$ cat src/rtl/wps_pkg.sv
package wps_pkg;

    // Matcher progress through the unlock sequences
    typedef enum logic [2:0] {
        ST_IDLE = 3'd0,  // nothing matched
        ST_U1   = 3'd1,  // first unlock byte seen
        ST_U2   = 3'd2,  // two unlock bytes seen, command byte next
        ST_X0   = 3'd3,  // extended command opener seen
        ST_X1   = 3'd4,  // second-round first unlock byte seen
        ST_X2   = 3'd5,  // second-round two bytes seen
        ST_WIN  = 3'd6   // page window open, bytes are data
    } step_e;

    localparam int UNLOCK_ADDR_A = 32'h0000_5555;
    localparam int UNLOCK_ADDR_B = 32'h0000_2AAA;

    localparam logic [7:0] KEY_A       = 8'hAA;
    localparam logic [7:0] KEY_B       = 8'h55;
    localparam logic [7:0] CMD_PAGE    = 8'hA0;
    localparam logic [7:0] CMD_EXT     = 8'h80;
    localparam logic [7:0] CMD_UNPROT  = 8'h20;
    localparam logic [7:0] CMD_ERASE   = 8'h10;
    localparam logic [7:0] CMD_ID_IN   = 8'h90;
    localparam logic [7:0] CMD_ID_OUT  = 8'hF0;

endpackage

$ cat src/rtl/wps_strobe_qual.sv
// Strobe qualifier.
// Turns a level write strobe into a single-cycle byte event. It takes the
// address in the first high cycle and the data in the last high cycle. A
// pulse shorter than MIN_PULSE cycles, or one that overlaps rd_en, makes
// no event. Assumes the strobe is already synchronous to clk.
module wps_strobe_qual #(
    parameter int ADDR_W    = 17,
    parameter int DATA_W    = 8,
    parameter int MIN_PULSE = 2
) (
    input  logic              clk,
    input  logic              rst_n,
    input  logic              strobe,
    input  logic              rd_en,
    input  logic [ADDR_W-1:0] addr,
    input  logic [DATA_W-1:0] wdata,
    output logic              ld_evt,
    output logic [ADDR_W-1:0] ld_addr,
    output logic [DATA_W-1:0] ld_data
);
    localparam int WW = $clog2(MIN_PULSE + 1);
    localparam logic [WW-1:0] WMIN = WW'(MIN_PULSE);

    logic              strobe_q;
    logic [WW-1:0]     wid_q;
    logic              bad_q;
    logic [ADDR_W-1:0] addr_lat;
    logic [DATA_W-1:0] data_lat;

    // Track pulse width and overlap, latch fields, emit event on the falling edge
    always_ff @(posedge clk) begin
        if (!rst_n) begin
            strobe_q <= 1'b0;
            wid_q    <= '0;
            bad_q    <= 1'b0;
            addr_lat <= '0;
            data_lat <= '0;
            ld_evt   <= 1'b0;
            ld_addr  <= '0;
            ld_data  <= '0;
        end else begin
            strobe_q <= strobe;
            ld_evt   <= 1'b0;
            if (strobe) begin
                data_lat <= wdata;
                if (!strobe_q) begin
                    addr_lat <= addr;
                    wid_q    <= WW'(1);
                    bad_q    <= rd_en;
                end else begin
                    if (wid_q < WMIN) wid_q <= wid_q + WW'(1);
                    if (rd_en) bad_q <= 1'b1;
                end
            end else if (strobe_q) begin
                if (!bad_q && wid_q >= WMIN) begin
                    ld_evt  <= 1'b1;
                    ld_addr <= addr_lat;
                    ld_data <= data_lat;
                end
                wid_q <= '0;
            end
        end
    end


    pulse_ok_chk: assert property (@(posedge clk) disable iff (!rst_n)
        ld_evt |-> ($past(wid_q) >= WMIN && !$past(bad_q) && $past(strobe_q)));

endmodule

$ cat src/rtl/wps_timer.sv
// Interval timer.
// A start pulse loads LEN, and the count then runs down to zero. busy is
// high while the count is not zero. A new start reloads the count.
module wps_timer #(
    parameter int LEN = 16
) (
    input  logic clk,
    input  logic rst_n,
    input  logic start,
    output logic busy
);
    localparam int CW = $clog2(LEN + 1);

    logic [CW-1:0] cnt_q;

    // Load on start, else count down to zero
    always_ff @(posedge clk) begin
        if (!rst_n)              cnt_q <= '0;
        else if (start)          cnt_q <= CW'(LEN);
        else if (cnt_q != '0)    cnt_q <= cnt_q - CW'(1);
    end

    assign busy = (cnt_q != '0);


    busy_cause_chk: assert property (@(posedge clk) disable iff (!rst_n)
        $rose(busy) |-> $past(start));

endmodule

$ cat src/rtl/wps_cmd_fsm.sv
// Command matcher and protection state.
// Takes qualified byte events and walks the unlock sequences. It holds the
// global protection and ID-mode flags, forwards page loads, and raises
// one-cycle starts for the lockout and erase timers. Assumes the two busy
// inputs come from timers that this block starts.
module wps_cmd_fsm
    import wps_pkg::*;
#(
    parameter int ADDR_W = 17,
    parameter int DATA_W = 8
) (
    input  logic              clk,
    input  logic              rst_n,
    input  logic              ld_evt,
    input  logic [ADDR_W-1:0] ld_addr,
    input  logic [DATA_W-1:0] ld_data,
    input  logic              page_end,
    input  logic              lock_busy,
    input  logic              erase_busy,
    output logic              load_en,
    output logic [ADDR_W-1:0] load_addr,
    output logic [DATA_W-1:0] load_data,
    output logic              lock_start,
    output logic              erase_start,
    output logic              prot_on,
    output logic              id_mode
);
    localparam logic [ADDR_W-1:0] ADR_A = ADDR_W'(UNLOCK_ADDR_A);
    localparam logic [ADDR_W-1:0] ADR_B = ADDR_W'(UNLOCK_ADDR_B);

    step_e step_q;
    logic  hit_a, hit_b, at_a, accept;

    // Decode the current byte against the unlock keys
    always_comb begin
        at_a   = (ld_addr == ADR_A);
        hit_a  = at_a && (ld_data == DATA_W'(KEY_A));
        hit_b  = (ld_addr == ADR_B) && (ld_data == DATA_W'(KEY_B));
        accept = ld_evt && !lock_busy && !erase_busy;
    end

    // Sequence walk, flag updates and output pulses
    always_ff @(posedge clk) begin
        if (!rst_n) begin
            step_q      <= ST_IDLE;
            prot_on     <= 1'b0;
            id_mode     <= 1'b0;
            load_en     <= 1'b0;
            load_addr   <= '0;
            load_data   <= '0;
            lock_start  <= 1'b0;
            erase_start <= 1'b0;
        end else begin
            load_en     <= 1'b0;
            lock_start  <= 1'b0;
            erase_start <= 1'b0;
            if (accept) begin
                case (step_q)
                    ST_IDLE: begin
                        if (hit_a) begin
                            step_q <= ST_U1;
                        end else if (!prot_on) begin
                            load_en   <= 1'b1;
                            load_addr <= ld_addr;
                            load_data <= ld_data;
                        end else begin
                            lock_start <= 1'b1;
                        end
                    end
                    ST_U1:   step_q <= hit_b ? ST_U2 : ST_IDLE;
                    ST_U2: begin
                        step_q <= ST_IDLE;
                        if (at_a) begin
                            case (ld_data)
                                CMD_PAGE: begin
                                    prot_on <= 1'b1;
                                    step_q  <= ST_WIN;
                                end
                                CMD_EXT:    step_q  <= ST_X0;
                                CMD_ID_IN:  id_mode <= 1'b1;
                                CMD_ID_OUT: id_mode <= 1'b0;
                                default:    step_q  <= ST_IDLE;
                            endcase
                        end
                    end
                    ST_X0:   step_q <= hit_a ? ST_X1 : ST_IDLE;
                    ST_X1:   step_q <= hit_b ? ST_X2 : ST_IDLE;
                    ST_X2: begin
                        step_q <= ST_IDLE;
                        if (at_a && ld_data == CMD_UNPROT) prot_on     <= 1'b0;
                        if (at_a && ld_data == CMD_ERASE)  erase_start <= 1'b1;
                    end
                    ST_WIN: begin
                        load_en   <= 1'b1;
                        load_addr <= ld_addr;
                        load_data <= ld_data;
                    end
                    default: step_q <= ST_IDLE;
                endcase
            end
            if (page_end && step_q == ST_WIN) step_q <= ST_IDLE;
        end
    end


    no_load_in_hold_chk: assert property (@(posedge clk) disable iff (!rst_n)
        load_en |-> (!$past(lock_busy) && !$past(erase_busy)));

    lock_only_protected_chk: assert property (@(posedge clk) disable iff (!rst_n)
        lock_start |-> $past(prot_on));

    prot_set_chk: assert property (@(posedge clk) disable iff (!rst_n)
        $rose(prot_on) |-> $past(step_q) == ST_U2);

    prot_clear_chk: assert property (@(posedge clk) disable iff (!rst_n)
        $fell(prot_on) |-> $past(step_q) == ST_X2);

    id_enter_chk: assert property (@(posedge clk) disable iff (!rst_n)
        $rose(id_mode) |-> $past(step_q) == ST_U2);

    mismatch_quiet_chk: assert property (@(posedge clk) disable iff (!rst_n)
        lock_start |-> $past(step_q) == ST_IDLE);

endmodule

$ cat src/rtl/wps_seq.sv
// Software write protection sequencer, top level.
// Chains the strobe qualifier, the command matcher and two interval timers
// (lockout and erase). It also supplies the identification byte. Assumes
// every input is synchronous to clk.
module wps_seq #(
    parameter int         ADDR_W       = 17,
    parameter int         MIN_PULSE    = 2,
    parameter int         LOCK_CYCLES  = 37500,
    parameter int         ERASE_CYCLES = 2500000,
    parameter logic [7:0] MFR_CODE     = 8'h5A,
    parameter logic [7:0] DEV_CODE     = 8'h17
) (
    input  logic              clk,
    input  logic              rst_n,
    input  logic              wr_strobe,
    input  logic              rd_en,
    input  logic [ADDR_W-1:0] addr,
    input  logic [7:0]        wdata,
    input  logic              page_end,
    output logic              load_en,
    output logic [ADDR_W-1:0] load_addr,
    output logic [7:0]        load_data,
    output logic              erase_req,
    output logic              erase_busy,
    output logic              lockout,
    output logic              prot_on,
    output logic              id_mode,
    output logic [7:0]        id_code
);
    localparam int DATA_W = 8;

    logic              ld_evt;
    logic [ADDR_W-1:0] ld_addr;
    logic [DATA_W-1:0] ld_data;
    logic              lock_start;

    wps_strobe_qual #(.ADDR_W(ADDR_W), .DATA_W(DATA_W), .MIN_PULSE(MIN_PULSE)) u_qual (
        .clk(clk), .rst_n(rst_n), .strobe(wr_strobe), .rd_en(rd_en),
        .addr(addr), .wdata(wdata),
        .ld_evt(ld_evt), .ld_addr(ld_addr), .ld_data(ld_data)
    );

    wps_cmd_fsm #(.ADDR_W(ADDR_W), .DATA_W(DATA_W)) u_fsm (
        .clk(clk), .rst_n(rst_n), .ld_evt(ld_evt), .ld_addr(ld_addr),
        .ld_data(ld_data), .page_end(page_end), .lock_busy(lockout),
        .erase_busy(erase_busy), .load_en(load_en), .load_addr(load_addr),
        .load_data(load_data), .lock_start(lock_start), .erase_start(erase_req),
        .prot_on(prot_on), .id_mode(id_mode)
    );

    wps_timer #(.LEN(LOCK_CYCLES)) u_lock_tmr (
        .clk(clk), .rst_n(rst_n), .start(lock_start), .busy(lockout)
    );

    wps_timer #(.LEN(ERASE_CYCLES)) u_erase_tmr (
        .clk(clk), .rst_n(rst_n), .start(erase_req), .busy(erase_busy)
    );

    // Identification byte selected by the address LSB
    always_comb begin
        if (!id_mode)     id_code = 8'h00;
        else if (addr[0]) id_code = DEV_CODE;
        else              id_code = MFR_CODE;
    end


    erase_follows_chk: assert property (@(posedge clk) disable iff (!rst_n)
        erase_req |=> erase_busy);

    erase_keeps_prot_chk: assert property (@(posedge clk) disable iff (!rst_n)
        erase_req |-> $stable(prot_on));

endmodule

$ cat config.mk
export PLATFORM = sky130hd
export DESIGN_NAME = wps_seq
export DESIGN_NICKNAME = d
export VERILOG_FILES = /design/src/rtl/wps_pkg.sv /design/src/rtl/wps_strobe_qual.sv /design/src/rtl/wps_timer.sv /design/src/rtl/wps_cmd_fsm.sv /design/src/rtl/wps_seq.sv
export SDC_FILE = /design/constraint.sdc
export NUM_CORES = 1
export LEC_CHECK = 0
export ABC_AREA = 1
export ABC_CLOCK_PERIOD_IN_PS = 3100
export BUFFER_PORTS_ARGS = -buffer_cell sky130_fd_sc_hd__buf_2
export CORE_AREA = 2 2 131 133
export CTS_CLUSTER_DIAMETER = 120
export DETAILED_ROUTE_END_ITERATION = 8
export DIE_AREA = 0 0 133 135
export SYNTH_ARGS = -nofsm -noshare
export SYNTH_HDL_FRONTEND = slang
export SYNTH_SLANG_ARGS = --single-unit
$ cat constraint.sdc
create_clock -name clk -period 3.1 [get_ports clk]
set_input_delay 0.31 -clock clk [delete_from_list [all_inputs] [get_ports clk]]
set_output_delay 0.31 -clock clk [all_outputs]
set_load 0.01 [all_outputs]
# == After elaboration in Yosys (flattened, before gate mapping) ==
# Cells that the tools add are included.
# W data, S select, Z words.
# classes
n_lt_le_gt_ge,2
bitwise_logic,6
n_addsub,3
muxes,36
reduce_logical,35
eq_ne,24
# op_table
cell,n
$mux W22,2
$eq A8 B8 Y1 const B,5
$mux W17,2
$pmux W17 S2,1
$mux W16,2
$reduce_bool A22 Y1,1
$sub A22 B1 Y22 const B,1
$pmux W3 S6,1
$eq A17 B14 Y1 const B,1
$eq A17 B15 Y1 const B,1
$mux W8,2
$pmux W8 S2,1
$reduce_bool A16 Y1,1
$sub A16 B1 Y16 const B,1
$mux W7,2
$mux W3,4
$reduce_bool A2 Y1,6
$mux W1,10
$mux W2,5
$eq A3 B3 Y1 const B,3
$reduce_and A3 Y1,3
$eq A8 B5 Y1 const B,1
$eq A8 B6 Y1 const B,1
$eq A8 B7 Y1 const B,1
other kinds (20),48
# totals
reg_bits,126
output_inout_bits,39
input_bits,30
wordCells,126

# == Depth between registers and ports, before layout ==
# logic_depth
ltp_word,6
depth_mapped,11
depth_no_buf,10

# == Hierarchy ==
# Synthesis repeated with hierarchy kept, for this count alone.
# unflattened
cells_unflattened,914
area_unflattened_um2,6530.0
# by_module_without_submodules
mod,instances,area_per_inst_um2,seq_area_each_um2,cells_per_inst
wps_strobe_qual,1,2303.5,1101.1,278
wps_cmd_fsm,1,1755.4,660.6,277
wps_timer at u_erase_tmr,1,1401.3,440.4,198
wps_timer at u_lock_tmr,1,1003.5,320.3,150
wps_seq,1,66.3,0.0,11

# == Least setup slack after synthesis ==
# No wires, ideal clock.
# synth_path
kind,register to register
start,reg u_lock_tmr.cnt_q[0]
end,reg u_fsm.load_addr[13]
synth_period_minus_slack_ns,1.588
setup_ns,0.113
slack_ns,1.512
t_arrival_ns,1.475
path_stages_with_launch,11
required_ns,2.987
n_path_buf,1
path_cell_list,dfxtp_1 -> inv_1 -> ha_1 -> nand3_1 -> nor2_4 -> nand3_4 -> nor2_8 -> buf_6 -> nand3_1 -> nand2_1 -> nor2_2
# synth_between
elab_chain_len,5
# synth_rtl
item,line,source
from (decl),wps_timer.sv:14,logic [CW-1:0] cnt_q;
from (signal assigned),wps_timer.sv:19,else if (start) cnt_q <= CW'(LEN);
from (signal assigned),wps_timer.sv:20,else if (cnt_q != '0) cnt_q <= cnt_q - CW'(1);
$reduce_bool A16 Y1,wps_timer.sv:23,assign busy = (cnt_q != '0);
$logic_not A1 Y1,wps_cmd_fsm.sv:39,accept = ld_evt && !lock_busy && !erase_busy;
$logic_and A1 B1 Y1 (2 in a row),wps_cmd_fsm.sv:39,
$reduce_and A4 Y1 (no source line),--,
to (signal assigned),wps_cmd_fsm.sv:64,load_addr <= ld_addr;
to (signal assigned),wps_cmd_fsm.sv:95,load_addr <= ld_addr;
to (decl),wps_cmd_fsm.sv:21,"output logic [ADDR_W-1:0] load_addr,"
# No other way between the ends.
# A chain may end at the register's enable or synchronous reset.

# == Worst setup path after layout ==
# layout_path
start,reg u_erase_tmr.cnt_q[0]
end,out erase_busy
# layout_between
elab_chain_len,1
# layout_rtl
item,line,source
from (decl),wps_timer.sv:14,
from (signal assigned),wps_timer.sv:19,
from (signal assigned),wps_timer.sv:20,
$reduce_bool A22 Y1,wps_timer.sv:23,
to (decl),wps_seq.sv:24,"output logic erase_busy,"
# No other way between the ends.

==> impl_summary.txt <==
----------------------------------------------------
[STA]
  Unrepaired setup endpoints after global routing ... no
  Post-route setup TNS ... 0 ns
  Max frequency ... 0.469 GHz
  Total count of max-transition violations in the final report ... 0
  Final hold violation count ... 0
  Final setup violation count ... 0
  Relative max-transition margin ... 0.587
  Worst clock skew on the final layout ... 0.00935 ns
  Final critical-path share of the clock period ... 0.689
  Worst slew pin tran ... 0.620 ns
  Minimum clock period after layout ... 2.13 ns
  Setup slack of the critical path after layout ... 0.966 ns

[Pwr]
  IR Drop Worst-Case VDD ... 0.537 mV
  Total net switching power ... 2.36 mW
  Internal Pwr Total ... 3.77 mW
  Total power density per cell area ... 844 mW/mm^2
  Switching share of power ... 0.385
  Static leakage ... 3.12 nW
  Relative contribution of sequential cells to total power ... 0.337
  Clock group share of total power ... 0.308
  Proportion of power drawn by combinational gates ... 0.354

[CTS]
  Clock-pin slew on the worst setup and hold paths ... 0.06 ns
  Count of clock tree sinks ... 126
  Post-cts sizing count ... 0
  Clock tree from TritonCTS ... yes
  H-tree depth ... 4
  Post-CTS Hold Fix Bufs ... 0
  Buffers inserted by post-CTS timing repair ... 0
  Latest clock arrival within the worst-skew pair ... 0.42 ns
  Bufs on Longest Clock Path ... 2
  CTS buffer count ... 17
  Clock tree root buffer cell ... sky130_fd_sc_hd__clkbuf_16

[Logic synthesis]
  Part of the Yosys area used for sequential elements ... 0.399
  Library cell occupying the most area in the post-synthesis netlist ... sky130_fd_sc_hd__dfxtp_1
  Average size of a mapped cell ... 7.34 sq um
  Synthesis-stage register bit count ... 126
  Post-synthesis instance total ... 861
  Count of cell types in the netlist ... 40
  Cell types occupying the most area after synthesis ... sky130_fd_sc_hd__dfxtp_1 40%, sky130_fd_sc_hd__nor2_1 9.4%, sky130_fd_sc_hd__nand2_1 7.7%
  Netlist Area Pre-Place ... 0.00632 sq mm
  Async set or reset register ratio after synthesis ... 0
  Ys Warns ... 0
  Dominant synthesized flop cell ... sky130_fd_sc_hd__dfxtp_1
  EDFF count, synth ... 0
  Area share of the largest cell type after synthesis ... 0.399

[Setup path]
  Largest stage delay on the critical path ... 0.32 ns
  Ordered list of cells on the worst path ... inv_1, ha_1, inv_1, nor3_2, nand3_4, buf_2
  Slowest-stage cell, CP ... sky130_fd_sc_hd__dfxtp_1
  Worst reg2reg setup slack ... 0.97 ns
  Library cell appearing most often on the critical path ... sky130_fd_sc_hd__inv_1
  Cell depth of the worst flop-to-flop path ... 9
  Reg-to-reg startpoint ... u_erase_tmr.cnt_q[0]$_SDFFE_PP0P_
  Data required time at the worst endpoint ... 2.79 ns
  Type of the worst setup path ... reg -> out
  Startpoint class of the critical path ... flop
  Worst endpoint data arrival time ... 1.82 ns
  Endpoint of the worst register-to-register path ... u_fsm.prot_on$_SDFFE_PN0P_
  Critical Path Fanout Max ... 12
  Sort of element at the end of the critical path ... primary output

[Global routing]
  First-pass GRT wire length ... 25100 microns
  Total grt overflow ... 0
  Number of global-route vias before repair ... 5323
  Global-route usage over all layers ... 0.173
  Antenna violations before repair ... 0
  Largest net degree at the start of global routing ... 73

[Hold path]
  Hold Path Cell Cnt ... 2
  HP Class ... in -> reg
  Startpoint of the tightest hold check path ... rd_en
  Hold Path Sink ... u_qual.bad_q$_SDFFE_PN0P_

[Cells and area]
  Share of final-layout standard cells stronger than drive strength 1 ... 0.219
  Layout net count ... 950
  Filler Cell Count ... 1703
  Signed area change from the synthesized netlist to the final layout ... 14.9%
  Number of antenna repair diodes ... 0

[Route]
  DRC Markers ... 0
  DRT iter0 DRCs ... 297
  Vias ... 5507
  Aggregate routed wire length ... 15000 microns
  Routed WL per cell ... 13.0 microns
  Detailed-routing iteration count for the pre-antenna-repair pass ... 4
  Antenna-violating nets left ... 0
  Vias per cell ... 4.80

[Floorplanning]
  Die boundary width ... 133 microns
  Die area ... 0.0180 sq mm
  Die boundary height ... 135 microns
  Core region area ... 0.0164 sq mm
  Boundary pin count ... 69
  Initial core utilization ... 0.385
  Row count ... 47

[Status]
  Status ... complete, no violations

[Placed design]
  Final weighted congestion in routability-driven placement ... 0.858
  Dpl hpwl ... 10900 microns
  Number of I/O port buffers ... 66
  Worst-case setup slack after placement ... 0.985 ns

[Run]
  Max-cap check violation count ... 0

----------------------------------------------------
-- worst max-delay path by stage --
| stage | startpoint | depth (start not counted) | to | slack [ns] |
|---|---|---|---|---|
| after floorplan | u_lock_tmr.cnt_q[0]$_SDFFE_PP0P_ | 10 | u_fsm.load_addr[13]$_SDFFE_PN0P_ | 1.51 |
| after global placement | u_erase_tmr.cnt_q[0]$_SDFFE_PP0P_ | 9 | u_fsm.prot_on$_SDFFE_PN0P_ | 1.02 |
| after detailed placement | u_erase_tmr.cnt_q[0]$_SDFFE_PP0P_ | 9 | u_fsm.prot_on$_SDFFE_PN0P_ | 0.99 |
| after CTS | u_erase_tmr.cnt_q[0]$_SDFFE_PP0P_ | 6 | erase_busy | 0.94 |
| after global routing | u_erase_tmr.cnt_q[0]$_SDFFE_PP0P_ | 9 | u_fsm.prot_on$_SDFFE_PN0P_ | 0.71 |
| final | u_erase_tmr.cnt_q[0]$_SDFFE_PP0P_ | 6 | erase_busy | 0.97 |
-- metal layers --
layer	up-vias	global-route usage	share of wire
met2	78	0.303	0.48
li1	2914	-	-
met3	15	0.0420	0.031
met5	-	0	0
met1	2500	0.209	0.47
met4	0	0.0562	0.015
-- per-stage QoR --
stage	cells	total power, mW	area [sq um]	hold slack (ns)	utilization
after global routing	1148	6.56	7270	0.114	0.443
after floorplan	862	3.85	6330	0.432	-
after CTS	1148	6.17	7270	0.0856	0.443
final	1148	6.13	7270	0.0971	0.443
after global placement	1116	4.24	6700	0.460	0.408
after detailed placement	1116	4.26	6700	0.469	0.408
-- final cells by class --
| type | count | area [sq um] | area share |
|---|---|---|---|
| Multi-Input combinational cell | 628 | 3270 | 0.450 |
| Clock inverter | 13 | 114 | 0.0157 |
| Clock buffer | 19 | 453 | 0.0623 |
| Sequential cell | 126 | 2520 | 0.347 |
| Inverter | 71 | 267 | 0.0367 |
| Tap cell | 220 | 275 | 0.0379 |
| Timing Repair Buffer | 71 | 368 | 0.0506 |
-- logic make-up after synthesis --
| kind of cell | synth area share |
|---|---|
| other | 0.000593 |
| flip-flops | 0.399 |
| AND/OR/NAND/NOR | 0.352 |
| adder cells (fa/ha/maj) | 0.00990 |
| AO/OA/AOI/OAI | 0.130 |
| buffers and inverters | 0.0847 |
| XOR/XNOR | 0.0236 |
-- power by group through the flow --
stage	Clock [mW]	Sequential (mW)	Combinational, mW
final	1.89	2.07	2.17
after global routing	2.00	2.10	2.46
after CTS	1.93	2.07	2.17
after detailed placement	0	2.10	2.16
after global placement	0	2.10	2.14
after floorplan	0	2.05	1.80
-- cell usage after synthesis, types with 6 or more instances --
cell type / instances
sky130_fd_sc_hd__nand4_1: 13
sky130_fd_sc_hd__nand3_2: 6
sky130_fd_sc_hd__a21oi_2: 19
sky130_fd_sc_hd__clkbuf_1: 14
sky130_fd_sc_hd__a211oi_1: 9
sky130_fd_sc_hd__a21oi_1: 51
sky130_fd_sc_hd__dfxtp_1: 126
sky130_fd_sc_hd__o21ai_0: 56
sky130_fd_sc_hd__nand2_1: 129
sky130_fd_sc_hd__nand3_1: 62
sky130_fd_sc_hd__nor2_2: 37
sky130_fd_sc_hd__nand2_2: 8
sky130_fd_sc_hd__inv_2: 6
sky130_fd_sc_hd__buf_6: 7
sky130_fd_sc_hd__nor3_1: 15
sky130_fd_sc_hd__xor2_1: 15
sky130_fd_sc_hd__inv_1: 63
sky130_fd_sc_hd__nor2_4: 7
sky130_fd_sc_hd__nor2_1: 159
sky130_fd_sc_hd__buf_4: 6
-- state kept, by name (all words and copies together) (netlist names), 2 cells and up --
signal and cells:
u_fsm.step_q 3, u_lock_tmr.cnt_q 16, u_qual.wid_q 2, u_fsm.load_data 8, u_fsm.load_addr 17, u_qual.data_lat 8, u_qual.ld_data 8, u_qual.ld_addr 17
u_qual.addr_lat 17, u_erase_tmr.cnt_q 22
-- worst max-delay path: cells and delay by family (launching register included) --
kind | cells | cell delay, ns
flip-flops | 1 | 0.32
AND/OR/NAND/NOR | 2 | 0.47
adder cells (fa/ha/maj) | 1 | 0.20
buffers and inverters | 3 | 0.43
-- cell usage in the layout (no fill, tap or decap), types with 5 or more instances in the layout --
cell type	Yosys	final
sky130_fd_sc_hd__nand3_1	62	62
sky130_fd_sc_hd__clkbuf_16	0	17
sky130_fd_sc_hd__nor2_1	159	159
sky130_fd_sc_hd__dfxtp_1	126	126
sky130_fd_sc_hd__xor2_1	15	15
sky130_fd_sc_hd__nor3_1	15	15
sky130_fd_sc_hd__buf_2	5	66
sky130_fd_sc_hd__a21oi_2	19	19
sky130_fd_sc_hd__ha_1	5	5
sky130_fd_sc_hd__clkinvlp_4	0	5
sky130_fd_sc_hd__buf_4	6	5
sky130_fd_sc_hd__a211oi_1	9	9
sky130_fd_sc_hd__or2_2	5	5
sky130_fd_sc_hd__nand2_2	8	8
sky130_fd_sc_hd__nand4_1	13	13
sky130_fd_sc_hd__inv_2	6	6
sky130_fd_sc_hd__nand3_2	6	6
sky130_fd_sc_hd__o21ai_0	56	56
sky130_fd_sc_hd__nor2_4	7	7
sky130_fd_sc_hd__nor2_2	37	37
sky130_fd_sc_hd__nand2_1	129	129
sky130_fd_sc_hd__inv_1	63	63
sky130_fd_sc_hd__a21oi_1	51	51
No activity file was read; power rests on OpenSTA's default activity.
